### src/rtl/bankTimingPkg.sv
package bankTimingPkg;

  typedef enum logic [2:0] {
    CMD_NONE = 3'd0,
    CMD_ACT  = 3'd1,
    CMD_RD   = 3'd2,
    CMD_WR   = 3'd3,
    CMD_PRE  = 3'd4
  } cmdKind_e;

  // counter slots shared by control and datapath
  localparam int SLOT_RAS  = 0;
  localparam int SLOT_RTP  = 1;
  localparam int SLOT_RDWR = 2;
  localparam int SLOT_CCD  = 3;
  localparam int SLOT_RP   = 4;
  localparam int NUM_SLOTS = 5;

  // strobes from control to datapath: one load request per counter
  typedef struct packed {
    logic ldRp;
    logic ldCcd;
    logic ldRdWr;
    logic ldRtp;
    logic ldRas;
  } loadStrobes_t;

endpackage

### src/rtl/bankDownCounter.sv
module bankDownCounter #(
  parameter int W = 8
) (
  input  logic         clk,
  input  logic         rst_n,
  input  logic         load,
  input  logic [W-1:0] loadVal,
  output logic         done
);
  logic [W-1:0] count;

  always_ff @(posedge clk) begin
    if (!rst_n)               count <= '0;
    else if (load)            count <= loadVal;
    else if (count != '0)     count <= count - W'(1);
  end

  assign done = (count == '0);
endmodule

### src/rtl/bankTimingDatapath.sv
module bankTimingDatapath
  import bankTimingPkg::*;
#(
  parameter int TW = 6
) (
  input  logic                 clk,
  input  logic                 rst_n,
  input  logic [TW-1:0]        cfgAl,
  input  logic [TW-1:0]        cfgRl,
  input  logic [TW-1:0]        cfgWl,
  input  logic [TW-1:0]        cfgCcd,
  input  logic [TW-1:0]        cfgRtp,
  input  logic [TW-1:0]        cfgRas,
  input  logic [TW-1:0]        cfgRp,
  input  loadStrobes_t         strobes,
  output logic [NUM_SLOTS-1:0] slotDone
);
  localparam int CW = TW + 2;

  logic [TW-1:0] alQ, rlQ, wlQ, ccdQ, rtpQ, rasQ, rpQ;

  // timing values are sampled only while reset is held
  always_ff @(posedge clk) begin
    if (!rst_n) begin
      alQ  <= cfgAl;
      rlQ  <= cfgRl;
      wlQ  <= cfgWl;
      ccdQ <= cfgCcd;
      rtpQ <= cfgRtp;
      rasQ <= cfgRas;
      rpQ  <= cfgRp;
    end
  end

  logic [CW-1:0] rtpSpan, rtpEff, rwSum;
  logic [CW-1:0] loadVals [NUM_SLOTS];
  logic [NUM_SLOTS-1:0] loadEns;

  always_comb begin
    rtpSpan = CW'(alQ) + CW'(rtpQ);
    rtpEff  = (rtpSpan < CW'(4)) ? CW'(4) : rtpSpan;
    rwSum   = CW'(rlQ) + CW'(ccdQ) + CW'(2);
    // a counter loaded with N-1 in cycle c reaches zero in cycle c+N
    loadVals[SLOT_RAS]  = CW'(rasQ) - CW'(1);
    loadVals[SLOT_RTP]  = rtpEff - CW'(1);
    loadVals[SLOT_RDWR] = (rwSum > CW'(wlQ)) ? (rwSum - CW'(wlQ) - CW'(1)) : '0;
    loadVals[SLOT_CCD]  = CW'(ccdQ) - CW'(1);
    loadVals[SLOT_RP]   = CW'(rpQ) - CW'(1);
    loadEns[SLOT_RAS]   = strobes.ldRas;
    loadEns[SLOT_RTP]   = strobes.ldRtp;
    loadEns[SLOT_RDWR]  = strobes.ldRdWr;
    loadEns[SLOT_CCD]   = strobes.ldCcd;
    loadEns[SLOT_RP]    = strobes.ldRp;
  end

  for (genvar i = 0; i < NUM_SLOTS; i++) begin : gSlot
    bankDownCounter #(.W(CW)) cnt_i (
      .clk    (clk),
      .rst_n  (rst_n),
      .load   (loadEns[i]),
      .loadVal(loadVals[i]),
      .done   (slotDone[i])
    );
  end
endmodule

### src/rtl/bankTimingControl.sv
module bankTimingControl
  import bankTimingPkg::*;
(
  input  logic                 clk,
  input  logic                 rst_n,
  input  logic                 cmdValid,
  input  logic [2:0]           cmdType,
  input  logic                 autoPre,
  input  logic [NUM_SLOTS-1:0] slotDone,
  output loadStrobes_t         strobes,
  output logic                 actOk,
  output logic                 rdOk,
  output logic                 wrOk,
  output logic                 preOk,
  output logic                 cmdAccepted,
  output logic                 apStart,
  output logic                 bankIdle,
  output logic                 violation
);
  logic bankOpen, apPending, violationQ;
  logic reqOk, takeAct, takeRd, takeWr, takePre;
  logic closeWindowsDone;

  assign closeWindowsDone = slotDone[SLOT_RTP] && slotDone[SLOT_RAS];

  assign actOk   = !bankOpen && !apPending && slotDone[SLOT_RP];
  assign rdOk    = bankOpen && !apPending && slotDone[SLOT_CCD];
  assign wrOk    = bankOpen && !apPending && slotDone[SLOT_RDWR];
  assign preOk   = !apPending && closeWindowsDone;
  assign apStart = apPending && closeWindowsDone;
  assign bankIdle = !bankOpen && slotDone[SLOT_RP];

  always_comb begin
    case (cmdType)
      CMD_NONE: reqOk = 1'b1;
      CMD_ACT:  reqOk = actOk;
      CMD_RD:   reqOk = rdOk;
      CMD_WR:   reqOk = wrOk;
      CMD_PRE:  reqOk = preOk;
      default:  reqOk = 1'b0;
    endcase
  end

  assign cmdAccepted = cmdValid && reqOk;
  assign takeAct = cmdAccepted && (cmdType == CMD_ACT);
  assign takeRd  = cmdAccepted && (cmdType == CMD_RD);
  assign takeWr  = cmdAccepted && (cmdType == CMD_WR);
  assign takePre = cmdAccepted && (cmdType == CMD_PRE);

  always_comb begin
    strobes        = '0;
    strobes.ldRas  = takeAct;
    strobes.ldRtp  = takeRd;
    strobes.ldRdWr = takeRd;
    strobes.ldCcd  = takeRd;
    strobes.ldRp   = takePre || apStart;
  end

  always_ff @(posedge clk) begin
    if (!rst_n) begin
      bankOpen   <= 1'b0;
      apPending  <= 1'b0;
      violationQ <= 1'b0;
    end else begin
      if (takeAct) bankOpen <= 1'b1;
      if (takePre || apStart) bankOpen <= 1'b0;
      if (takeRd && autoPre) apPending <= 1'b1;
      else if (apStart) apPending <= 1'b0;
      if (cmdValid && !reqOk) violationQ <= 1'b1;
    end
  end

  assign violation = violationQ;

  // writes carry no window of their own in this tracker
  logic unusedWr;
  assign unusedWr = takeWr;
endmodule

### src/rtl/bankPrechargeTracker.sv
module bankPrechargeTracker
  import bankTimingPkg::*;
#(
  parameter int TW = 6
) (
  input  logic          clk,
  input  logic          rst_n,
  input  logic [TW-1:0] cfgAl,
  input  logic [TW-1:0] cfgRl,
  input  logic [TW-1:0] cfgWl,
  input  logic [TW-1:0] cfgCcd,
  input  logic [TW-1:0] cfgRtp,
  input  logic [TW-1:0] cfgRas,
  input  logic [TW-1:0] cfgRp,
  input  logic          cmdValid,
  input  logic [2:0]    cmdType,
  input  logic          autoPre,
  output logic          actOk,
  output logic          rdOk,
  output logic          wrOk,
  output logic          preOk,
  output logic          cmdAccepted,
  output logic          apStart,
  output logic          bankIdle,
  output logic          violation
);
  loadStrobes_t         strobes;
  logic [NUM_SLOTS-1:0] slotDone;

  bankTimingControl ctrl_i (
    .clk(clk), .rst_n(rst_n),
    .cmdValid(cmdValid), .cmdType(cmdType), .autoPre(autoPre),
    .slotDone(slotDone), .strobes(strobes),
    .actOk(actOk), .rdOk(rdOk), .wrOk(wrOk), .preOk(preOk),
    .cmdAccepted(cmdAccepted), .apStart(apStart),
    .bankIdle(bankIdle), .violation(violation)
  );

  bankTimingDatapath #(.TW(TW)) dp_i (
    .clk(clk), .rst_n(rst_n),
    .cfgAl(cfgAl), .cfgRl(cfgRl), .cfgWl(cfgWl), .cfgCcd(cfgCcd),
    .cfgRtp(cfgRtp), .cfgRas(cfgRas), .cfgRp(cfgRp),
    .strobes(strobes), .slotDone(slotDone)
  );
endmodule

### config.mk
export PLATFORM = sky130hd
export DESIGN_NAME = bankPrechargeTracker
export DESIGN_NICKNAME = d
export VERILOG_FILES = /design/src/rtl/bankTimingPkg.sv /design/src/rtl/bankDownCounter.sv /design/src/rtl/bankTimingDatapath.sv /design/src/rtl/bankTimingControl.sv /design/src/rtl/bankPrechargeTracker.sv
export SDC_FILE = /design/constraint.sdc
export NUM_CORES = 1
export LEC_CHECK = 0
export ABC_CLOCK_PERIOD_IN_PS = 4470
export BUFFER_PORTS_ARGS = -buffer_cell sky130_fd_sc_hd__buf_2
export CORE_AREA = 2 2 126 128
export CTS_BUF_LIST = sky130_fd_sc_hd__clkbuf_4
export DETAILED_ROUTE_END_ITERATION = 16
export DIE_AREA = 0 0 128 130
export HOLD_SLACK_MARGIN = 0.03
export PLACE_DENSITY = 0.6
export SLEW_MARGIN = 15
export SYNTH_ARGS = -nofsm -noshare
export SYNTH_HDL_FRONTEND = slang
export SYNTH_HIERARCHICAL = 1
export SYNTH_SLANG_ARGS = --single-unit
export TNS_END_PERCENT = 30
### constraint.sdc
create_clock -name clk -period 4.47 [get_ports clk]
set_input_delay 0.2235 -clock clk [delete_from_list [all_inputs] [get_ports clk]]
set_output_delay 0.2235 -clock clk [all_outputs]
set_load 0.02 [all_outputs]
* Word-level counts from Yosys, hierarchy flattened *
Cells that the tools add are included.

storage, ports and cells
  bits in registers = 85
  input bits = 49
  output and inout bits = 8

operators by class
  add/sub/neg operators = 14
  order comparisons = 2
  eq/ne operators = 4
  multiplexer cells = 15
  bitwise operators = 1
  reductions and logical operators = 37

operators by type and width
  cell                 count
  $mux 8               12
  $sub 8x1->8 const B  7
  $logic_not 8->1      5
  $reduce_bool 8->1    5
  $sub 6x1->7 const B  3
  $logic_and 1x1->1    15
  $add 6x6->7          2
  $reduce_bool 2->1    6
  $add 8x2->8 const B  1
  $gt 8x6->1           1
  $lt 8x3->1 const B   1
  $sub 8x6->8          1
  $eq 3x2->1 const B   2
  $pmux 1 s5           1
  $eq 3x1->1 const B   1
  $eq 3x3->1 const B   1
  $logic_not 1->1      3
  $logic_not 3->1      1
  $mux 1               2
  $reduce_or 2->1      1
  $logic_or 1x1->1     1
  $not 1->1            1

* Longest topological paths before layout *
  depth in word-level cells = 8
  depth in mapped cells = 19
  gate-level depth less buffers = 19

* Cells and area by module *
Netlist, hierarchy kept.

modules (own cells, without submodules)
  module              times used  cells an instance  area each (sq um)  seq. area each (sq um)
  bankTimingDatapath  1           237                2665.1             1261.2
  bankDownCounter     5           51                 457.9              160.2
  bankTimingControl   1           38                 315.3              60.1

* Least setup slack after synthesis *
No wires, ideal clock.

  kind = reg-to-reg
  start = register dp_i.ccdQ[1]
  end = register dp_i.gSlot[2].cnt_i.count[1]
  arrival = 3167 ps
  data required time = 4336 ps
  slack = 1169 ps
  stages on the path, launching flop included = 19
  buffers on the path = 0
  clock period less this slack = 3301 ps
  cell sequence = edfxtp_1 inv_1 ha_1 inv_1 ha_1 inv_1 fa_1 nor2b_1 o21ai_1 a21boi_0 nor2_1 ha_1 nand2_1 o21bai_1 a21oi_1 nor3b_1 nor2b_1 o21ai_0 a311oi_2

RTL lines
  element                   line                      RTL
  start: declaration        bankTimingDatapath.sv:20  logic [TW-1:0] alQ, rlQ, wlQ, ccdQ, rtpQ, rasQ, rpQ;
  start signal: assignment  bankTimingDatapath.sv:28  ccdQ <= cfgCcd;
  end signal: assignment    bankDownCounter.sv:14     else if (load) count <= loadVal;
  end signal: assignment    bankDownCounter.sv:15     else if (count != '0) count <= count - W'(1);
  end: declaration          bankDownCounter.sv:10     logic [W-1:0] count;

==> results.sh <==
export IMPL_synth_compound_area_share_pct=14.3
export IMPL_async_reset_ff_share_pct=0
export IMPL_ff2ff_path_depth=17
export IMPL_drt_iter0_markers=144
export IMPL_crit_slowest_cell="nor3b_1"
export IMPL_cp_end_kind="register"
export IMPL_outcome="complete, no violations"
export IMPL_cts_tree="done"
export IMPL_power_density_nw_per_um2=483
export IMPL_reg2reg_slack_ns=0.80
export IMPL_yosys_area_share_simple_pct=21.6
export IMPL_grt_pass1_vias=4220
export IMPL_p_int_mw=1.84
export IMPL_cts_sinks=85
export IMPL_fin_ws_ns=0.795
export IMPL_gp_congestion=0.839
export IMPL_fillers=1500
export IMPL_period_share_pct=82.2
export IMPL_die_area_sq_um=16600
export IMPL_syn_mean_instance_area_sq_um=9.94
export IMPL_worst_pin_slew_ns=0.844
export IMPL_cts_htree_levels=3
export IMPL_p_leak_nw=2.54
export IMPL_wire_per_inst_um=12.9
export IMPL_met3WireLength_um=243
export IMPL_io_pin_count=57
export IMPL_p_sw_mw=1.18
export IMPL_yosysWarningCount=6
export IMPL_cp_required_ns=4.80
export IMPL_fin_util_pct=40.6
export IMPL_die_h_um=130
export IMPL_wirelength_um=10600
export IMPL_antenna_found_initial=0
export IMPL_crit_buf_inv=3
export IMPL_netlist_area_sq_um=5270
export IMPL_peakVddDrop_uv=174
export IMPL_dp_hpwl_um=7980
export IMPL_tns_ns=0
export IMPL_hold_violations=0
export IMPL_path_max_fanout=6
export IMPL_initial_utilization_pct=34.2
export IMPL_drv_slew=0
export IMPL_top_layer="met4"
export IMPL_vias=4152
export IMPL_ys_ff_latch=85
export IMPL_layout_commonest_cell="buf_2"
export IMPL_core_sq_um=15400
export IMPL_r2r_end="dp_i/gSlot[2].cnt_i/count[1]"
export IMPL_slowest_delay_ns=0.52
export IMPL_slew_headroom_pct=43.7
export IMPL_cp_top_family="adder cells"
export IMPL_grt_max_degree=61
export IMPL_hold_end="ctrl_i/apPending"
export IMPL_fin_hold_ws_ns=0.151
export IMPL_dr_pass1_iters=4
export IMPL_synth_top_family_by_area="simple AND/OR/NAND/NOR gates"
export IMPL_place_worst_setup_slack_ns=0.800
export IMPL_clock_latency_ns=0.45
export IMPL_swShare_pct=39.2
export IMPL_drc_errors=0
export IMPL_cts_root_buf="clkbuf_4"
export IMPL_rsz0062_at_grt="false"
export IMPL_cts_made_buffers=9
export IMPL_min_from="cmdType[2]"
export IMPL_grt_overflow=0
export IMPL_skew_ns=0.0192
export IMPL_cp_data_arrival_time_ns=4.01
export IMPL_r2r_start="dp_i/ccdQ[1]"
export IMPL_worstSetupPathType="reg2reg"
export IMPL_path_cells="inv_1 > ha_1 > inv_1 > ha_1 > inv_1 > fa_1 > nor2b_1 > o21ai_1 > a21boi_0 > nor2_1 > ha_1 > a21oi_1 > a21oi_1 > nor3b_1 > nor2b_1 > o21ai_0 > a311oi_2"
export IMPL_dr_wl_met2_um=5330
export IMPL_syn2layout_area_growth_pct=18.8
export IMPL_rows=46
export IMPL_power_share_clock_pct=14.7
export IMPL_viasPerCell=5.04
export IMPL_ctsResizeCount=0
export IMPL_port_buffers=56
export IMPL_clockBufferDepth=2
export IMPL_grt_usage_pct=13.5
export IMPL_clk_pin_slew_ns=0.14
export IMPL_antenna_left=0
export IMPL_synthDistinctLibCells=61
export IMPL_synth_seq_area_share_pct=40.3
export IMPL_grt_first_pass_wirelength_um=18400
export IMPL_drive_above_1_share_pct=15.8
export IMPL_max_cap_violations=0
export IMPL_synthesis_instances=530
export IMPL_synth_xor_area_share_pct=7.12
export IMPL_nets=712
export IMPL_yosys_area_share_adder_pct=8.97
export IMPL_hp_class="in2reg"
export IMPL_yosys_most_used_dff="dfxtp_1"
export IMPL_period_needed_ns=3.67
export IMPL_final_cell_mix="56 x buf_2, 45 x inv_1, 43 x dfxtp_1, 43 x dlygate4sd3_1, 42 x edfxtp_1"
export IMPL_hold_path_depth=4
export IMPL_p_seq_share_pct=38.3
export IMPL_finalSetupViolations=0
export IMPL_p_comb_share_pct=47.0
export IMPL_fmax_mhz=272
export IMPL_n_antenna_cell=0
export IMPL_syn_num_nets=615
export IMPL_die_w_um=128
export IMPL_synthMuxAreaShare_pct=2.09
export IMPL_synth_edff_count=42
export IMPL_startpoint_type="register"
export IMPL_met1Wirelength_um=4850
## power groups by stage
stage	clock network, mW	registers (mW)	logic [mW]
floorplan	0	1.14	1.21
global placement	0	1.17	1.35
detailed placement	0	1.18	1.39
CTS	0.458	1.16	1.43
global route	0.488	1.18	1.61
finish	0.443	1.16	1.42
## metrics by stage
step	cell area (sq um)	instances	power, mW
after floorplan	5270	530	2.35
after global placement	5690	765	2.52
after detailed placement	5690	765	2.57
after CTS	6260	824	3.05
after global routing	6260	824	3.28
final	6260	824	3.02
## final cells by class
cell class                      count  area [sq um]  area share [%]
Multi-Input combinational cell    383          2850            45.6
Sequential cell                    85          2120            33.9
Timing Repair Buffer              102           733            11.7
Tap cell                          192           240            3.84
Inverter                           46           173            2.76
Clock buffer                       10          75.1            1.20
Clock inverter                      6          63.8            1.02
## what timing repair did
item,CTS,global route
hold buffers,43,0
endpoints found under the hold margin,43,0
buffers inserted,0,0
endpoints found under the setup margin,0,0
## sequential cells by signal, summed over array words and instances, names as in the netlist
signal and cells:
dp_i/rpQ 6, dp_i/wlQ 6, ctrl_i/apPending 1, ctrl_i/bankOpen 1
dp_i/rlQ 6, dp_i/rasQ 6, dp_i/ccdQ 6, dp_i/alQ 6
dp_i/gSlot.cnt_i/count 40, ctrl_i/violation 1, dp_i/rtpQ 6
## per-layer routing
metal	up-vias	GRT usage [%]
li1	2124	-
met3	20	1.93
met5	-	0
met4	0	6.14
met2	58	24.3
met1	1950	16.0
## cells in the mapped netlist, types with 2 or more instances
cell type   n  area, sq um
o2111ai_1   3         26.3
mux2i_1    11          110
or3b_1      2         17.5
nand3_1    31          155
and3b_2     2         20.0
o211ai_1    5         37.5
a311oi_2    5         75.1
edfxtp_1   42         1260
buf_4       4         30.0
fa_1        3         60.1
nand4b_1    5         43.8
a21o_1      5         37.5
and4bb_1    6         75.1
xnor2_1    24          210
dfxtp_1    43          861
o21ai_0    21          105
nand4_1     7         43.8
nand2b_1    2         12.5
nor2_1     31          116
nor2b_1     6         37.5
nor3b_2     6         75.1
xor2_1     17          149
nand2_1    39          146
o21ai_1     4         20.0
o31ai_1    22          165
nor3b_1     8         60.1
ha_1       33          413
and2b_1     2         15.0
a31oi_1     7         43.8
clkbuf_1    5         18.8
nor4_4      5          106
o21bai_1    2         15.0
a21oi_1    16         80.1
nor3_1     22          110
buf_6       6         67.6
a211oi_1    3         22.5
and4b_1     3         30.0
inv_1      46          173
and2_1      4         25.0
## worst register-to-register path, cell delays in order, from the launching register on
cell	delay (ns)
edfxtp_1	0.43
inv_1	0.10
ha_1	0.23
inv_1	0.06
ha_1	0.17
inv_1	0.06
fa_1	0.40
nor2b_1	0.13
o21ai_1	0.08
a21boi_0	0.26
nor2_1	0.09
ha_1	0.33
a21oi_1	0.21
a21oi_1	0.13
nor3b_1	0.52
nor2b_1	0.11
o21ai_0	0.23
a311oi_2	0.05
## kinds of logic after synthesis
| kind of cell | Yosys count |
|---|---|
| other cells | 1 |
| simple gates | 187 |
| buf+inv | 62 |
| compound gates | 106 |
| flops | 85 |
| mux | 11 |
| fa+ha+maj | 36 |
| xor+xnor | 42 |
## worst max path at each step
stage / startpoint / end / slack, ns / depth (start not counted)
6_report: dp_i/ccdQ[1] / dp_i/gSlot[2].cnt_i/count[1] / 0.80 / 17
2_1_floorplan: dp_i/ccdQ[1] / dp_i/gSlot[2].cnt_i/count[1] / 1.17 / 18
3_3_place_gp: dp_i/ccdQ[1] / dp_i/gSlot[2].cnt_i/count[1] / 0.89 / 18
3_5_place_dp: dp_i/ccdQ[1] / dp_i/gSlot[2].cnt_i/count[1] / 0.80 / 18
5_1_grt: dp_i/ccdQ[1] / dp_i/gSlot[2].cnt_i/count[1] / 0.28 / 18
4_1_cts: dp_i/ccdQ[1] / dp_i/gSlot[2].cnt_i/count[1] / 0.78 / 18
No activity file was read; power rests on OpenSTA's default activity.
